File: src/rtl/sccRegPkg.sv
package sccRegPkg;
  localparam int CH_NUM = 2;
  localparam int CH_W = $clog2(CH_NUM);
  localparam int BYTE_W = 8;
  localparam int REG_NUM = 16;
  localparam int PTR_W = $clog2(REG_NUM);
  localparam int ADDR_W = 3;
  localparam int FLAT_W = CH_NUM * REG_NUM * BYTE_W;

  localparam int IDX_IVEC = 2;
  localparam int IDX_RXCFG = 3;
  localparam int IDX_TXCFG = 5;
  localparam int IDX_BUF = 8;
  localparam int IDX_MASTER = 9;

  localparam logic [2:0] CMD_POINT_HI = 3'b001;
  localparam logic [2:0] CMD_CLR_TX = 3'b101;
  localparam logic [2:0] CMD_CLR_IUS = 3'b111;

  typedef struct packed {
    logic [CH_W-1:0] ch;
    logic regWr;
    logic dataWr;
    logic dataRd;
    logic [PTR_W-1:0] idx;
    logic [BYTE_W-1:0] wdata;
    logic [CH_NUM-1:0] chReset;
    logic rdValid;
    logic [PTR_W-1:0] rdIdx;
  } strobeT;

  function automatic logic [BYTE_W-1:0] wrDefault(input int r);
    case (r)
      4: return 8'h04;
      9: return 8'hC0;
      11: return 8'h08;
      14: return 8'h30;
      15: return 8'hF8;
      default: return 8'h00;
    endcase
  endfunction
endpackage

File: src/rtl/sccRegCtrl.sv
module sccRegCtrl import sccRegPkg::*; (
  input  logic clk,
  input  logic rstN,
  input  logic [ADDR_W-1:0] busAddr,
  input  logic busWr,
  input  logic busRd,
  input  logic [BYTE_W-1:0] busWdata,
  output strobeT stb,
  output logic [CH_NUM-1:0] clrTxIntPulse,
  output logic [CH_NUM-1:0] clrIusPulse
);
  logic [PTR_W-1:0] ptr [CH_NUM];
  logic [CH_W-1:0] portCh;
  logic portOk, isData, ctrlWr, ctrlRd;
  logic [PTR_W-1:0] curPtr;
  logic [2:0] cmd;

  assign portCh = busAddr[ADDR_W-1 -: CH_W];
  assign portOk = (busAddr[1] == 1'b0);
  assign isData = busAddr[0];
  assign curPtr = ptr[portCh];
  assign cmd = busWdata[5:3];
  assign ctrlWr = busWr && portOk && !isData;
  assign ctrlRd = busRd && !busWr && portOk && !isData;

  always_comb begin
    stb = '0;
    stb.ch = portCh;
    stb.wdata = busWdata;
    stb.rdValid = portOk;
    stb.rdIdx = isData ? PTR_W'(IDX_BUF) : curPtr;
    if (busWr && portOk) begin
      if (isData || curPtr == PTR_W'(IDX_BUF)) begin
        stb.dataWr = 1'b1;
      end else begin
        stb.regWr = 1'b1;
        stb.idx = curPtr;
        if (curPtr == PTR_W'(IDX_MASTER)) begin
          stb.chReset = {busWdata[7], busWdata[6]};
        end
      end
    end
    if (busRd && !busWr && portOk && isData) stb.dataRd = 1'b1;
  end

  always_ff @(posedge clk or negedge rstN) begin
    if (!rstN) begin
      for (int c = 0; c < CH_NUM; c++) ptr[c] <= '0;
      clrTxIntPulse <= '0;
      clrIusPulse <= '0;
    end else begin
      clrTxIntPulse <= '0;
      clrIusPulse <= '0;
      for (int c = 0; c < CH_NUM; c++) begin
        if (stb.chReset[c]) ptr[c] <= '0;
      end
      if (ctrlWr) begin
        if (curPtr == '0) begin
          ptr[portCh] <= {cmd == CMD_POINT_HI, busWdata[2:0]};
          if (cmd == CMD_CLR_TX) clrTxIntPulse[portCh] <= 1'b1;
          if (cmd == CMD_CLR_IUS) clrIusPulse[portCh] <= 1'b1;
        end else begin
          ptr[portCh] <= '0;
        end
      end else if (ctrlRd && curPtr != '0) begin
        ptr[portCh] <= '0;
      end
    end
  end
endmodule

File: src/rtl/sccRegData.sv
module sccRegData import sccRegPkg::*; (
  input  logic clk,
  input  logic rstN,
  input  strobeT stb,
  input  logic [CH_NUM-1:0] rxValid,
  input  logic [CH_NUM*BYTE_W-1:0] rxByte,
  input  logic [CH_NUM-1:0] txTaken,
  output logic [BYTE_W-1:0] busRdata,
  output logic [CH_NUM-1:0] txStrobe,
  output logic [CH_NUM*BYTE_W-1:0] txByte,
  output logic [CH_NUM-1:0] rxEnable,
  output logic [CH_NUM-1:0] txEnable,
  output logic [FLAT_W-1:0] wrRegFlat
);
  logic [BYTE_W-1:0] wrReg [CH_NUM][REG_NUM];
  logic [BYTE_W-1:0] rxBuf [CH_NUM];
  logic [CH_NUM-1:0] rxAvail, txEmpty;

  always_ff @(posedge clk or negedge rstN) begin
    if (!rstN) begin
      for (int c = 0; c < CH_NUM; c++) begin
        for (int r = 0; r < REG_NUM; r++) wrReg[c][r] <= wrDefault(r);
        rxBuf[c] <= '0;
      end
      rxAvail <= '0;
      txEmpty <= '1;
      txStrobe <= '0;
    end else begin
      txStrobe <= '0;
      for (int c = 0; c < CH_NUM; c++) begin
        if (stb.chReset[c]) begin
          for (int r = 0; r < REG_NUM; r++) begin
            if (r != IDX_MASTER) wrReg[c][r] <= wrDefault(r);
          end
          rxBuf[c] <= '0;
          rxAvail[c] <= 1'b0;
          txEmpty[c] <= 1'b1;
        end else begin
          if (txTaken[c]) txEmpty[c] <= 1'b1;
          if (stb.dataRd && stb.ch == CH_W'(c)) rxAvail[c] <= 1'b0;
          if (rxValid[c] && wrReg[c][IDX_RXCFG][0]) begin
            rxBuf[c] <= rxByte[c*BYTE_W +: BYTE_W];
            rxAvail[c] <= 1'b1;
          end
          if (stb.dataWr && stb.ch == CH_W'(c) && wrReg[c][IDX_TXCFG][3]) begin
            wrReg[c][IDX_BUF] <= stb.wdata;
            txEmpty[c] <= 1'b0;
            txStrobe[c] <= 1'b1;
          end
          if (stb.regWr && stb.ch == CH_W'(c) && stb.idx != PTR_W'(IDX_MASTER)) begin
            wrReg[c][stb.idx] <= stb.wdata;
          end
        end
        if (stb.regWr && stb.idx == PTR_W'(IDX_MASTER)) wrReg[c][IDX_MASTER] <= stb.wdata;
      end
    end
  end

  always_comb begin
    busRdata = '0;
    if (stb.rdValid) begin
      case (stb.rdIdx)
        4'd0: busRdata = {1'b0, 1'b1, 3'b000, txEmpty[stb.ch], 1'b0, rxAvail[stb.ch]};
        4'd1: busRdata = 8'h07;
        4'd2, 4'd12, 4'd13, 4'd15: busRdata = wrReg[stb.ch][stb.rdIdx];
        4'd8: busRdata = rxBuf[stb.ch];
        default: busRdata = '0;
      endcase
    end
  end

  always_comb begin
    for (int c = 0; c < CH_NUM; c++) begin
      rxEnable[c] = wrReg[c][IDX_RXCFG][0];
      txEnable[c] = wrReg[c][IDX_TXCFG][3];
      txByte[c*BYTE_W +: BYTE_W] = wrReg[c][IDX_BUF];
      for (int r = 0; r < REG_NUM; r++) begin
        wrRegFlat[(c*REG_NUM+r)*BYTE_W +: BYTE_W] = wrReg[c][r];
      end
    end
  end
endmodule

File: src/rtl/sccRegFile.sv
module sccRegFile import sccRegPkg::*; (
  input  logic clk,
  input  logic rstN,
  input  logic [ADDR_W-1:0] busAddr,
  input  logic busWr,
  input  logic busRd,
  input  logic [BYTE_W-1:0] busWdata,
  output logic [BYTE_W-1:0] busRdata,
  input  logic [CH_NUM-1:0] rxValid,
  input  logic [CH_NUM*BYTE_W-1:0] rxByte,
  input  logic [CH_NUM-1:0] txTaken,
  output logic [CH_NUM-1:0] txStrobe,
  output logic [CH_NUM*BYTE_W-1:0] txByte,
  output logic [CH_NUM-1:0] rxEnable,
  output logic [CH_NUM-1:0] txEnable,
  output logic [CH_NUM-1:0] clrTxIntPulse,
  output logic [CH_NUM-1:0] clrIusPulse,
  output logic [FLAT_W-1:0] wrRegFlat
);
  strobeT stb;

  sccRegCtrl u_ctrl (
    .clk(clk), .rstN(rstN), .busAddr(busAddr), .busWr(busWr), .busRd(busRd),
    .busWdata(busWdata), .stb(stb), .clrTxIntPulse(clrTxIntPulse),
    .clrIusPulse(clrIusPulse)
  );

  sccRegData u_data (
    .clk(clk), .rstN(rstN), .stb(stb), .rxValid(rxValid), .rxByte(rxByte),
    .txTaken(txTaken), .busRdata(busRdata), .txStrobe(txStrobe), .txByte(txByte),
    .rxEnable(rxEnable), .txEnable(txEnable), .wrRegFlat(wrRegFlat)
  );
endmodule

File: config.mk
export PLATFORM = sky130hd
export DESIGN_NAME = sccRegFile
export DESIGN_NICKNAME = d
export VERILOG_FILES = /design/src/rtl/sccRegPkg.sv /design/src/rtl/sccRegCtrl.sv /design/src/rtl/sccRegData.sv /design/src/rtl/sccRegFile.sv
export SDC_FILE = /design/constraint.sdc
export NUM_CORES = 1
export LEC_CHECK = 0
export BUFFER_PORTS_ARGS = -buffer_cell sky130_fd_sc_hd__buf_2
export CAP_MARGIN = 20
export CORE_ASPECT_RATIO = 0.7
export CORE_MARGIN = 2
export CORE_UTILIZATION = 40
export DETAILED_ROUTE_END_ITERATION = 6
export PLACE_DENSITY = 0.67
export RECOVER_POWER = 50
export SETUP_SLACK_MARGIN = 0.05
export SYNTH_ARGS = -nofsm -noshare
export SYNTH_HDL_FRONTEND = slang
export SYNTH_SLANG_ARGS = --single-unit
File: constraint.sdc
create_clock -name clk -period 3.1 [get_ports clk]
set_clock_uncertainty 0.15 [all_clocks]
set_input_delay 0.465 -clock clk [delete_from_list [all_inputs] [get_ports clk]]
set_output_delay 0.465 -clock clk [all_outputs]
set_load 0.02 [all_outputs]
==> results.txt <==
----------------------------------------------------
[GRT]
  Overall global routing resource usage ... 0.277
  Largest net degree at the start of global routing ... 82
  Vias in the first global route ... 11000
  Antenna violations before repair ... 1
  Wire length of the first global-routing pass ... 70.1 mm
  Final global-route overflow total ... 0

[STA]
  Period Utilization, post-route ... 1.04
  Worst hold slack after final layout ... 0.0146 ns
  Number of failing setup endpoints in the final timing report ... 7
  Worst Setup Slack, final ... -0.122 ns
  Final total negative setup slack ... -0.267 ns
  Pins over their slew limit ... 82
  Tmin final ... 3.22 ns
  Peak Freq ... 310 MHz
  Unrepaired setup endpoints after global routing ... yes
  Fin. Hold Viols ... 0
  Worst slew pin tran ... 2.08 ns
  Headroom to the max-slew limit ... -0.388

[Placement]
  PortBufs ... 324
  Post-DP HPWL ... 32.9 mm
  Gp weighted congestion ... 0.937
  Minimum setup slack after placement ... 0.0988 ns

[Status]
  Failing checks ... capacitance limit, slew limit, setup timing
  Outcome ... finished, violations left

[Cells and area]
  Area taken by multi-input logic gates ... 5140 µm²
  Fill cell total of the finished layout ... 2849
  Sequential Area ... 7290 µm²
  Nets ... 1609
  Fraction of final layout cells sized beyond drive strength 1 ... 0.278
  Area grow syn2layout ... 28.5%

[Route]
  First-pass iteration count of the detailed router ... 5
  Post-DR wirelength/cell ... 23.4 µm
  Uppermost metal layer occupied by signal nets ... met4
  Vias per Instance ... 5.66
  Number of vias after detailed routing ... 11400
  Detail Route met3 WL ... 4.46 mm
  M1 WL ... 20.8 mm
  Number of nets with antenna violations after routing ... 0
  Wire length reported by the detailed router ... 47.2 mm
  Met2 routed wirelength ... 20.5 mm
  DR iter-0 viols ... 1172
  Number of remaining DRC errors ... 0

[Synthesis]
  Post-synthesis instance total ... 1234
  FF+latch count, synth ... 290
  Share of synthesized registers carrying an async set or reset ... 1.00
  Mapped Area ... 12800 µm²
  Sequential element share of the synthesized area ... 0.571
  Synthesized Nets ... 1269
  Ys flop type ... dfrtp_1
  Mean Syn Cell Area ... 10.3 µm²
  Number of distinct library cell variants in the gate-level netlist after synthesis ... 61
  Number of flops mapped to enable cells by yosys ... 0
  Number of warnings printed during yosys synthesis ... 0

[Power and ir drop]
  Power density over the cells ... 593 nW/µm²
  Leakage power ... 7.81 nW
  Peak supply drop ... 311 µV

[Flow run]
  Max-cap violations ... 1

[CTS]
  Reg clk slew, reported paths ... 0.07 ns
  Clock Root Buffer ... clkbuf_16
  Clock buffer count from CTS ... 30
  # H-tree levels ... 1
  Worst skew pair latency ... 0.58 ns
  Deepest clock path buffer count ... 3
  Clock tree from TritonCTS ... yes
  # clock sinks ... 290

[Worst setup path]
  CP required ... 2.48 ns
  Data arrival time of the worst path ... 2.61 ns
  Max Fanout on Critical Path ... 6
  Endpoint class of the critical path ... output pin
  R2R Setup Slk ... 0.33 ns
  Startpoint-to-endpoint class of the critical path ... register to output pin
  Element type at the critical path start ... register

[Die]
  X dimension of the die ... 218 µm
  Total Die Area ... 33400 µm²
  Initial cell density of the core ... 0.408
  Die Height ... 153 µm
  Number of top-level design ports ... 325
  FP Rows ... 54
  Placeable Area ... 31300 µm²

[Worst hold path]
  Worst Hold Class ... primary input to register

----------------------------------------------------
==> placed cells by master (no fill, tap or decap), types with 6 or more instances in the layout <==
master / n
dfrtp_1: 262
nand2_1: 177
buf_2: 174
clkbuf_1: 143
a22o_1: 93
nand3_1: 89
o21ai_1: 76
buf_4: 76
o21ai_0: 68
nor2_1: 60
mux2i_1: 53
clkbuf_16: 31
a21oi_1: 29
dfstp_2: 24
buf_6: 17
inv_1: 14
nor2_2: 11
o211ai_1: 11
a31oi_1: 8
nor3_4: 8
clkinv_2: 7
dlygate4sd3_1: 7
a21oi_2: 6
nand2b_1: 6
nor4_1: 6
o22ai_1: 6
buf_12: 6
==> synthesized netlist by cell type (all sizes together), types with 15 or more instances <==
library cell / number / area, µm²
a21oi: 38 / 194
a22o: 93 / 815
buf: 60 / 372
clkbuf: 59 / 221
dfrtp: 266 / 6660
dfstp: 24 / 631
inv: 15 / 56.3
mux2i: 54 / 541
nand2: 179 / 674
nand3: 89 / 445
nor2: 74 / 318
nor3: 18 / 179
o21ai: 146 / 731
==> logic make-up (layout without fill, tap and decap cells) <==
kind of cell,count (synthesis),in the layout,synth area share
AO/OA/AOI/OAI,341,341,0.176
buffers and inverters,134,496,0.0508
multiplexers,58,58,0.0459
AND/OR/NAND/NOR,411,412,0.157
other,0,1,0
flip-flops,290,290,0.571
==> critical path: stages (launching register included) <==
cell and delay, ns:
dfrtp_2 0.45, nor2_2 0.08, buf_4 0.15, a211oi_4 0.42, or2_4 0.26, o22ai_1 0.11
a31oi_2 0.26, o22ai_2 0.14, buf_4 0.17
==> area by class of cell <==
| type | instances | area share |
|---|---|---|
| sequential | 290 | 0.444 |
| multi-input combinational | 811 | 0.313 |
| timing repair buffer | 426 | 0.145 |
| clock buffer | 38 | 0.0519 |
| tap | 420 | 0.0320 |
| clock inverter | 17 | 0.00976 |
| inverter | 15 | 0.00343 |
| antenna | 1 | 0.000152 |
==> state kept, by name, summed over array words and instances, names as in the netlist <==
signal,count
u_data.rxBuf,16
u_ctrl.clrIusPulse,2
u_data.txEnable,2
u_ctrl.clrTxIntPulse,2
u_data.wrRegFlat,236
u_data.rxAvail,2
u_data.txStrobe,2
u_data.txByte,16
u_ctrl.ptr,8
u_data.txEmpty,2
u_data.rxEnable,2
==> through the flow <==
| step | cells | instance area (µm²) | utilization | total power [mW] |
|---|---|---|---|---|
| after floorplan | 1234 | 12800 | - | 5.15 |
| after global placement | 1937 | 15000 | 0.480 | 5.85 |
| after detailed placement | 1937 | 15000 | 0.480 | 5.88 |
| after CTS | 2015 | 16400 | 0.525 | 9.72 |
| after global routing | 2018 | 16400 | 0.525 | 10.1 |
| final | 2018 | 16400 | 0.525 | 9.74 |
==> power breakdown <==
| part | internal (mW) | switching, mW |
|---|---|---|
| Clock | 2.12 | 1.63 |
| Sequential | 4.07 | 0.260 |
| Combinational | 0.589 | 1.07 |
| Total | 6.78 | 2.96 |
==> layer usage <==
layer / GRT usage / vias up
li1: - / 5070
met1: 0.401 / 5709
met2: 0.410 / 551
met3: 0.0714 / 91
met4: 0.0783 / 0
met5: 0 / -
==> repair_timing <==
item / in CTS / in global routing
endpoints found under the hold margin: 66 / 0
pin swaps: 11 / 14
endpoints found under the setup margin: 8 / 8
hold buffers: 7 / 0
gates resized for setup: 48 / 38
gates cloned: 1 / 1
setup buffers: 15 / 1
==> path summary, 6_finish.rpt <==
kind / startpoint / cells after the start / end
max in group asynchronous: rstN / 3 / u_data.wrRegFlat[173]
min in group asynchronous: rstN / 2 / u_data.wrRegFlat[137]
worst min register to register: u_data.wrRegFlat[206] / 2 / u_data.wrRegFlat[206]
worst max-delay path: u_ctrl.ptr[1] / 8 / busRdata[1]
worst max register to register: u_ctrl.ptr[5] / 9 / u_data.wrRegFlat[136]
worst min-delay path: rxByte[4] / 3 / u_data.rxBuf[12]
Power figures use the tool's default switching activity.
